## src/rtl/ist_pkg.sv

```systemverilog
package ist_pkg;

    typedef enum logic [1:0] {
        ST_IDLE      = 2'd0,
        ST_COUNT     = 2'd1,
        ST_WAIT_DONE = 2'd2,
        ST_REARM     = 2'd3
    } tmr_state_e;

endpackage

```

## src/rtl/ist_interval_decode.sv

```systemverilog
module ist_interval_decode #(
    parameter int CODE_W     = 4,
    parameter int BASE_SHIFT = 7,
    parameter int NUM_CODES  = 11,
    localparam int CNT_W     = BASE_SHIFT + NUM_CODES - 1
) (
    input  logic [CODE_W-1:0] sel,
    output logic [CNT_W-1:0]  term,
    output logic              term_valid
);

    logic [CNT_W:0] span;

    always_comb begin
        term_valid = (int'(sel) < NUM_CODES);
        span       = '0;
        for (int c = 0; c < NUM_CODES; c++) begin
            if (int'(sel) == c) begin
                span = (CNT_W+1)'(1) << (c + BASE_SHIFT);
            end
        end
        // Last count value before expiry; zero span (illegal code) is masked by term_valid.
        term = CNT_W'(span - 1'b1);
    end

endmodule

```

## src/rtl/ist_queue_timer.sv

```systemverilog
module ist_queue_timer
    import ist_pkg::*;
#(
    parameter int CNT_W = 17
) (
    input  logic             clk,
    input  logic             rst_n,
    input  logic             tick,
    input  logic             arm,
    input  logic             done,
    input  logic [CNT_W-1:0] term,
    input  logic             term_valid,
    output logic             fire
);

    tmr_state_e       state_q;
    tmr_state_e       state_d;
    logic [CNT_W-1:0] cnt_q;
    logic             expire;

    // Greater-or-equal so a code lowered mid-count fires on the next tick
    // instead of wrapping.
    assign expire = (state_q == ST_COUNT) && arm && term_valid && tick && (cnt_q >= term);

    always_comb begin
        state_d = state_q;
        unique case (state_q)
            ST_IDLE: begin
                if (arm && term_valid) state_d = ST_COUNT;
            end
            ST_COUNT: begin
                if (!arm || !term_valid) state_d = ST_IDLE;
                else if (expire)         state_d = ST_WAIT_DONE;
            end
            ST_WAIT_DONE: begin
                if (done) state_d = ST_REARM;
            end
            ST_REARM: begin
                if (!arm) state_d = ST_IDLE;
            end
            default: state_d = ST_IDLE;
        endcase
    end

    always_ff @(posedge clk) begin
        if (!rst_n) state_q <= ST_IDLE;
        else        state_q <= state_d;
    end

    always_ff @(posedge clk) begin
        if (!rst_n) begin
            cnt_q <= '0;
            fire  <= 1'b0;
        end else begin
            fire <= expire;
            if (state_q != ST_COUNT) cnt_q <= '0;
            else if (tick)           cnt_q <= cnt_q + 1'b1;
        end
    end

endmodule

```

## src/rtl/interval_scan_trigger.sv

```systemverilog
module interval_scan_trigger #(
    parameter int NUM_Q      = 2,
    parameter int CODE_W     = 4,
    parameter int BASE_SHIFT = 7,
    parameter int NUM_CODES  = 11
) (
    input  logic              clk,
    input  logic              rst_n,
    input  logic              qclk_en,
    input  logic [CODE_W-1:0] ival_sel,
    input  logic [NUM_Q-1:0]  arm_en,
    input  logic [NUM_Q-1:0]  scan_done,
    output logic [NUM_Q-1:0]  trig
);

    localparam int CNT_W = BASE_SHIFT + NUM_CODES - 1;

    logic [CNT_W-1:0] term;
    logic             term_valid;

    ist_interval_decode #(
        .CODE_W     (CODE_W),
        .BASE_SHIFT (BASE_SHIFT),
        .NUM_CODES  (NUM_CODES)
    ) u_decode (
        .sel        (ival_sel),
        .term       (term),
        .term_valid (term_valid)
    );

    for (genvar q = 0; q < NUM_Q; q++) begin : g_queue
        ist_queue_timer #(
            .CNT_W (CNT_W)
        ) u_timer (
            .clk        (clk),
            .rst_n      (rst_n),
            .tick       (qclk_en),
            .arm        (arm_en[q]),
            .done       (scan_done[q]),
            .term       (term),
            .term_valid (term_valid),
            .fire       (trig[q])
        );
    end

endmodule

```

## config.mk

```make
export PLATFORM = sky130hd
export DESIGN_NAME = interval_scan_trigger
export DESIGN_NICKNAME = d
export VERILOG_FILES = /design/src/rtl/ist_pkg.sv /design/src/rtl/ist_interval_decode.sv /design/src/rtl/ist_queue_timer.sv /design/src/rtl/interval_scan_trigger.sv
export SDC_FILE = /design/constraint.sdc
export NUM_CORES = 1
export LEC_CHECK = 0
export CAP_MARGIN = 20
export CORE_ASPECT_RATIO = 0.5
export CORE_MARGIN = 1.5
export CORE_UTILIZATION = 47
export DETAILED_ROUTE_END_ITERATION = 8
export DONT_BUFFER_PORTS = 1
export MAX_ROUTING_LAYER = met4
export SLEW_MARGIN = 20
export SYNTH_ARGS = -nofsm -noshare
export SYNTH_HDL_FRONTEND = slang
export SYNTH_SLANG_ARGS = --single-unit
```

## constraint.sdc

```tcl
create_clock -name clk -period 4 [get_ports clk]
set_input_delay 0.8 -clock clk [delete_from_list [all_inputs] [get_ports clk]]
set_output_delay 0.8 -clock clk [all_outputs]
set_load 0.05 [all_outputs]
```

==> impl_metrics.csv, run 1 <==
group,metric,value,unit
critical_path,path_class,"input port to register",
power_and_ir_drop,peakVddDrop,0.0001555,V
power_and_ir_drop,p_switching,0.1664,mW
critical_path,crit_fanout,10,
critical_path,crit_start,"ival_sel[2]",
clock_tree,cts.sinks,40,
drt,viasPerCell,5.470,
critical_path,worst_setup_path_start_kind,"input port",
power_and_ir_drop,powerDensity,286.7,nW/um2
placement,io_buffer_count,0,
yosys,ys_warn_count,0,
power_and_ir_drop,p_int,0.5379,mW
drt,wl_per_cell,13.40,um
sta,drv_slew,0,
global_route,grt_pass1_wl,7.645,mm
placement,gp_congestion,0.8240,
power_and_ir_drop,static-leakage-power,0.9204,nW
yosys,synth_ff_type,"dfxtp_1",
global_route,grt_max_degree,20,
sta,period_needed,2.948,ns
critical_path,r2r_slack,2.20,ns
sta,relSlewSlack,50.93,%
finish,diodes,0,
placement,dp_cells,327,
yosys,synth_area,2355,um2
sta,hold_viol,0,
yosys,synth_edf_count,0,
power_and_ir_drop,switching_share,23.62,%
clock_tree,cts.path.max_buffers,2,
clock_tree,hold_buffers,0,
placement,dpl_cell_area,2379,um2
critical_path,rr_worst_depth,6,
die,rows,17,
die,die_w,103.1,um
critical_path,cp_data_required_time,4.16,ns
yosys,synthArstFlopShare,0,%
yosys,ys_ff_latch,40,
finish,fill_cells,451,
power_and_ir_drop,p_seq_share,57.4,%
sta,grt_setup_unrepaired,"false",
die,dieArea,5469,um2
finish,fin_cells,334,
clock_tree,post_cts_buffers,0,
global_route,antenna_found_initial,0,
clock_tree,cts-resized-gates,0,
critical_path,endpoint_kind,"register",
finish,seq_area,800.8,um2
die,chipHeight,53.05,um
run_status,status,"finished, final reports clean",
die,io_pins,13,
clock_tree,root_buffer,"clkbuf_8",
yosys,ys_seq_area_share,34.01,%
yosys,synth_cells,271,
sta,setup_viol,0,
drt,drc_errors,0,
power_and_ir_drop,clock_power_share,36.2,%
finish,multi_input_area,1476,um2
clock_tree,clk_pin_slew,0.07,ns
sta,fin_crit_sh,73.69,%
critical_path,regToRegEndpoint,"g_queue[0].u_timer.cnt_q[16]",
worst_hold_path,hp-start,"g_queue[0].u_timer.cnt_q[6]",
sta,skew,0.006033,ns
sta,worst_pin_slew,0.7340,ns
yosys,synth_fp_nets,303,
finish,final_nets,300,
worst_hold_path,hp-class,"register to register",
sta,max_freq,339.3,MHz
sta,fin_setup_tns,0,ns
finish,final_area,2456,um2
yosys,syn_avg_cell_area,8.689,um2
drt,drt-total-wl,4.474,mm
clock_tree,htreeDepth,2,
die,start_util,51.25,%
finish,areaGrowthSynthToFinish,4.304,%
drt,dr.pass1.iters,4,
die,core_area,4594,um2
job,drv_cap,0,
drt,drtAntennaViolNets,0,
global_route,first_global_vias,1630,
finish,drive_gt1_share,6.716,%
global_route,gr-total-overflow,0,
drt,drtIter0Drc,43,
drt,vias,1827,
critical_path,worst_ep_arrival_time,3.11,ns
clock_tree,clk-insertion-delay-late,0.29,ns
clock_tree,cts_tree,"built",
critical_path,worstReg2RegStart,"g_queue[0].u_timer.cnt_q[0]",
placement,dp_hpwl,3.391,mm
power_and_ir_drop,comb_power_share,6.3,%
yosys,ys_types,48,
clock_tree,cts_made_buffers,5,
global_route,grt_use_total,19.10,%
==> cell families after synthesis <==
group	Yosys count	share of synthesized area (%)
xor+xnor	30	11.16
mux	2	0.8502
fa+ha+maj	22	11.58
buf+inv	15	3.294
simple gates	116	25.77
compound gates	46	13.34
flops	40	34.01
==> placed cells by master (no fill, tap or decap), types with 4 or more instances in the layout <==
cell and count:
nor2_1 39, nand4_1 11, o21ai_0 9, xnor2_1 9
xor2_1 21, clkbuf_8 5, a21oi_1 15, dfxtp_1 40
inv_1 5, a21o_1 4, nand2_1 21, ha_1 21
nor3_1 5, or3_1 4, nand3_1 16, and3_1 5
==> registers in the layout, summed over array words and instances (netlist names), named ones only <==
signal	cells
g_queue.u_timer.fire	2
g_queue.u_timer.state_q	2
g_queue.u_timer.cnt_q	34
==> worst max-delay path, stage by stage <==
cell      delay [ns]
or4_1           0.54
ha_1            0.25
a21o_1          0.18
a32oi_1         0.27
ha_1            0.30
nand4_1         0.12
o221ai_1        0.14
a31o_2          0.27
o21ai_2         0.15
o31ai_1         0.09
==> cells in the mapped netlist, types with 2 or more instances <==
library cell  number  area share [%]
dfxtp_1           40              34
nor2_1            39             6.2
ha_1              21              11
nand2_1           21             3.3
xor2_1            21             7.8
nand3_1           16             3.4
a21oi_1           15             3.2
nand4_1           11             2.9
o21ai_0            9             1.9
xnor2_1            9             3.3
and3_1             5             1.3
buf_4              5             1.6
inv_1              5            0.80
nor3_1             5             1.1
a21o_1             4             1.3
or3_1              4             1.1
clkbuf_1           3            0.48
o31ai_1            3            0.96
a31o_2             2            0.74
a31oi_1            2            0.53
mux2i_1            2            0.85
nand2b_1           2            0.53
nor4_4             2             1.8
==> metrics by stage <==
step | hold WS (ns) | power, mW | setup slack, ns | utilization, %
finish | 0.5113 | 0.7043 | 1.052 | 53.46
detailed placement | 0.5060 | 0.4586 | 0.7580 | 51.77
global route | 0.5485 | 0.7359 | 0.8978 | 53.46
CTS | 0.5174 | 0.7111 | 1.062 | 53.46
floorplan | 0.4715 | 0.4570 | 0.7753 | -
global placement | 0.4841 | 0.4575 | 0.8279 | 51.77
==> power by group through the flow <==
stage | logic, mW | clock network, mW | registers [mW]
final | 0.0447 | 0.255 | 0.404
after global routing | 0.0512 | 0.280 | 0.405
after CTS | 0.0450 | 0.262 | 0.404
after detailed placement | 0.0449 | 0 | 0.414
after global placement | 0.0438 | 0 | 0.414
after floorplan | 0.0441 | 0 | 0.413
==> how the worst min path moves through the flow <==
stage | slack, ns | depth (start not counted) | end
final | 0.51 | 2 | g_queue[0].u_timer.cnt_q[6]
after detailed placement | 0.51 | 2 | g_queue[0].u_timer.cnt_q[6]
after global placement | 0.48 | 2 | g_queue[0].u_timer.cnt_q[6]
after CTS | 0.52 | 2 | g_queue[0].u_timer.cnt_q[6]
after floorplan | 0.47 | 2 | g_queue[0].u_timer.cnt_q[6]
after global routing | 0.55 | 2 | g_queue[0].u_timer.cnt_q[6]
==> layer usage <==
layer  share of wire, %  track usage (%)  wire (um)
met1                 53            25.30       2350
met2                 43            30.15       1935
met3                3.8            5.152        171
met4               0.38            2.703         17
met5                  0                -          0
==> area by class of cell <==
cell class,instances,area share [%]
sequential,40,32.60
clock buffer,6,2.955
tap,66,3.362
clock inverter,1,0.2038
inverter,5,0.7641
multi-input combinational,216,60.11
(Power assumes the default switching activity.)
==> inputs of run 2 (changes only) <==
- clock period: 4 -> 2.7 ns (I/O delays scaled with it)
==> run 2 against run 1 <==
First-iteration DRC count shrank 26%. Sequential power rose by 48%. Clock power grew 60%. Largest power group unchanged.
==> impl_metrics.csv, run 2 (same netlist as run 1, synthesis figures left out) <==
group,metric,value,unit
run_status,status,"finished, final reports clean",
critical_path,worstReg2RegStart,"g_queue[1].u_timer.cnt_q[10]",
clock_tree,post_cts_buffers,0,
power_and_ir_drop,peakVddDrop,0.0002343,V
clock_tree,root_buffer,"clkbuf_8",
critical_path,critPathMaxStageDelay,0.55,ns
global_route,antenna_found_initial,0,
sta,period_needed,2.485,ns
power_and_ir_drop,switching_share,22.65,%
sta,hold_ws,0.3804,ns
global_route,gr-total-overflow,0,
clock_tree,clk_pin_slew,0.07,ns
finish,fin_cells,338,
drt,drc_errors,0,
worst_hold_path,hp-class,"input port to register",
critical_path,endpoint_kind,"register",
sta,worst_pin_slew,0.6913,ns
clock_tree,cts_made_buffers,5,
critical_path,cp_data_required_time,2.87,ns
power_and_ir_drop,comb_power_share,6.5,%
power_and_ir_drop,p_seq_share,55.6,%
die,die_w,103.1,um
clock_tree,cts-resized-gates,0,
finish,final_common_cell,"dfxtp_1",
sta,skew,0.003702,ns
finish,diodes,0,
critical_path,r2r_slack,0.90,ns
job,drv_cap,0,
global_route,grt_use_total,19.73,%
critical_path,path_class,"input port to register",
drt,drt-total-wl,4.508,mm
sta,hold_viol,0,
finish,drive_gt1_share,8.824,%
die,start_util,51.25,%
finish,fin_util,54.68,%
die,rows,17,
die,dieArea,5469,um2
power_and_ir_drop,static-leakage-power,0.9448,nW
finish,areaGrowthSynthToFinish,6.695,%
global_route,grt_max_degree,20,
finish,final_nets,303,
finish,fill_cells,461,
clock_tree,cts_tree,"built",
critical_path,worst_setup_path_start_kind,"input port",
power_and_ir_drop,p_total,1.077,mW
placement,io_buffer_count,0,
sta,fin_setup_tns,0,ns
die,chipHeight,53.05,um
sta,setup_viol,0,
placement,dp_cells,330,
power_and_ir_drop,p_int,0.8334,mW
global_route,first_global_vias,1789,
drt,wl_per_cell,13.34,um
sta,fin_crit_sh,92.04,%
finish,largest_register,"g_queue.u_timer.cnt_q",
worst_hold_path,worstHoldPathCells,1,
critical_path,rr_worst_depth,6,
drt,viasPerCell,5.373,
sta,max_freq,402.4,MHz
finish,largest_reg_flops,34,
critical_path,worst_ep_arrival_time,2.65,ns
clock_tree,hold_buffers,0,
die,core_area,4594,um2
drt,drtAntennaViolNets,0,
drt,vias,1816,
clock_tree,cts.path.max_buffers,2,
power_and_ir_drop,clock_power_share,37.8,%
finish,layout_common_cells,"dfxtp_1 (40), nor2_1 (39), nand2_1 (21), xor2_1 (21), ha_1 (20)",
critical_path,regToRegEndpoint,"g_queue[1].u_timer.state_q[0]",
clock_tree,htreeDepth,2,
sta,drv_slew,0,
finish,top_regs,"g_queue.u_timer.cnt_q (34), g_queue.u_timer.fire (2), g_queue.u_timer.state_q (2)",
die,io_pins,13,
critical_path,crit_fanout,10,
finish,multi_input_area,1498,um2
worst_hold_path,hp-start,"rst_n",
drt,drtIter0Drc,32,
finish,seq_area,800.8,um2
clock_tree,clk-insertion-delay-late,0.29,ns
power_and_ir_drop,powerDensity,428.8,nW/um2
clock_tree,cts.sinks,40,
worst_hold_path,holdPathEnd,"g_queue[0].u_timer.state_q[0]",
power_and_ir_drop,p_switching,0.2440,mW
sta,grt_setup_unrepaired,"false",
critical_path,cpMaxStageDelayCell,"or4_4",
critical_path,crit_chain,"or4_4 > ha_4 > a21o_1 > a32oi_1 > ha_1 > nand4_1 > o221ai_1 > a31o_2 > o21ai_2 > o31ai_1",
placement,gp_congestion,0.7882,
sta,relSlewSlack,53.79,%
placement,dp_hpwl,3.511,mm
global_route,grt_pass1_wl,7.976,mm
drt,dr.pass1.iters,4,
==> run 2: cell type report <==
| cell class | instances | share of cell area (%) |
|---|---|---|
| Inverter | 5 | 0.7470 |
| Tap cell | 66 | 3.287 |
| Clock buffer | 8 | 3.586 |
| Multi-Input combinational cell | 216 | 59.61 |
| Sequential cell | 40 | 31.87 |
| Timing Repair Buffer | 3 | 0.8964 |
==> run 2: worst max path at each step <==
stage	start	to	slack, ns	cells past startpoint
floorplan	ival_sel[1]	register	-0.08	11
global placement	ival_sel[1]	register	-0.05	10
detailed placement	ival_sel[1]	register	-0.09	10
CTS	ival_sel[1]	register	0.21	10
global route	ival_sel[1]	register	0.08	11
finish	ival_sel[1]	register	0.21	10
==> run 2: power groups by stage <==
stage / Sequential (mW) / Combinational [mW] / Clock [mW]
CTS: 0.599 / 0.0719 / 0.420
global route: 0.600 / 0.0805 / 0.442
global placement: 0.613 / 0.0697 / 0
finish: 0.599 / 0.0703 / 0.408
floorplan: 0.612 / 0.0694 / 0
detailed placement: 0.613 / 0.0713 / 0
==> run 2: layer usage <==
layer,part of all wire [%],track usage (%),vias to the layer above
li1,-,-,963
met1,54,25.14,837
met2,43,31.69,8
met3,2.2,4.756,8
met4,1.1,5.405,0
met5,0,-,-
==> run 2: critical path, delay by kind of cell <==
kind                     cells  cell delay (ns)
AO/OA/AOI/OAI                6             0.98
adder cells (fa/ha/maj)      2             0.49
AND/OR/NAND/NOR              2             0.65
==> run 2: per-stage QoR <==
| step | cell area (um2) | setup slack, ns |
|---|---|---|
| detailed placement | 2422 | -0.09151 |
| finish | 2512 | 0.2150 |
| global route | 2512 | 0.07628 |
| global placement | 2422 | -0.04628 |
| CTS | 2512 | 0.2107 |
| floorplan | 2387 | -0.07763 |
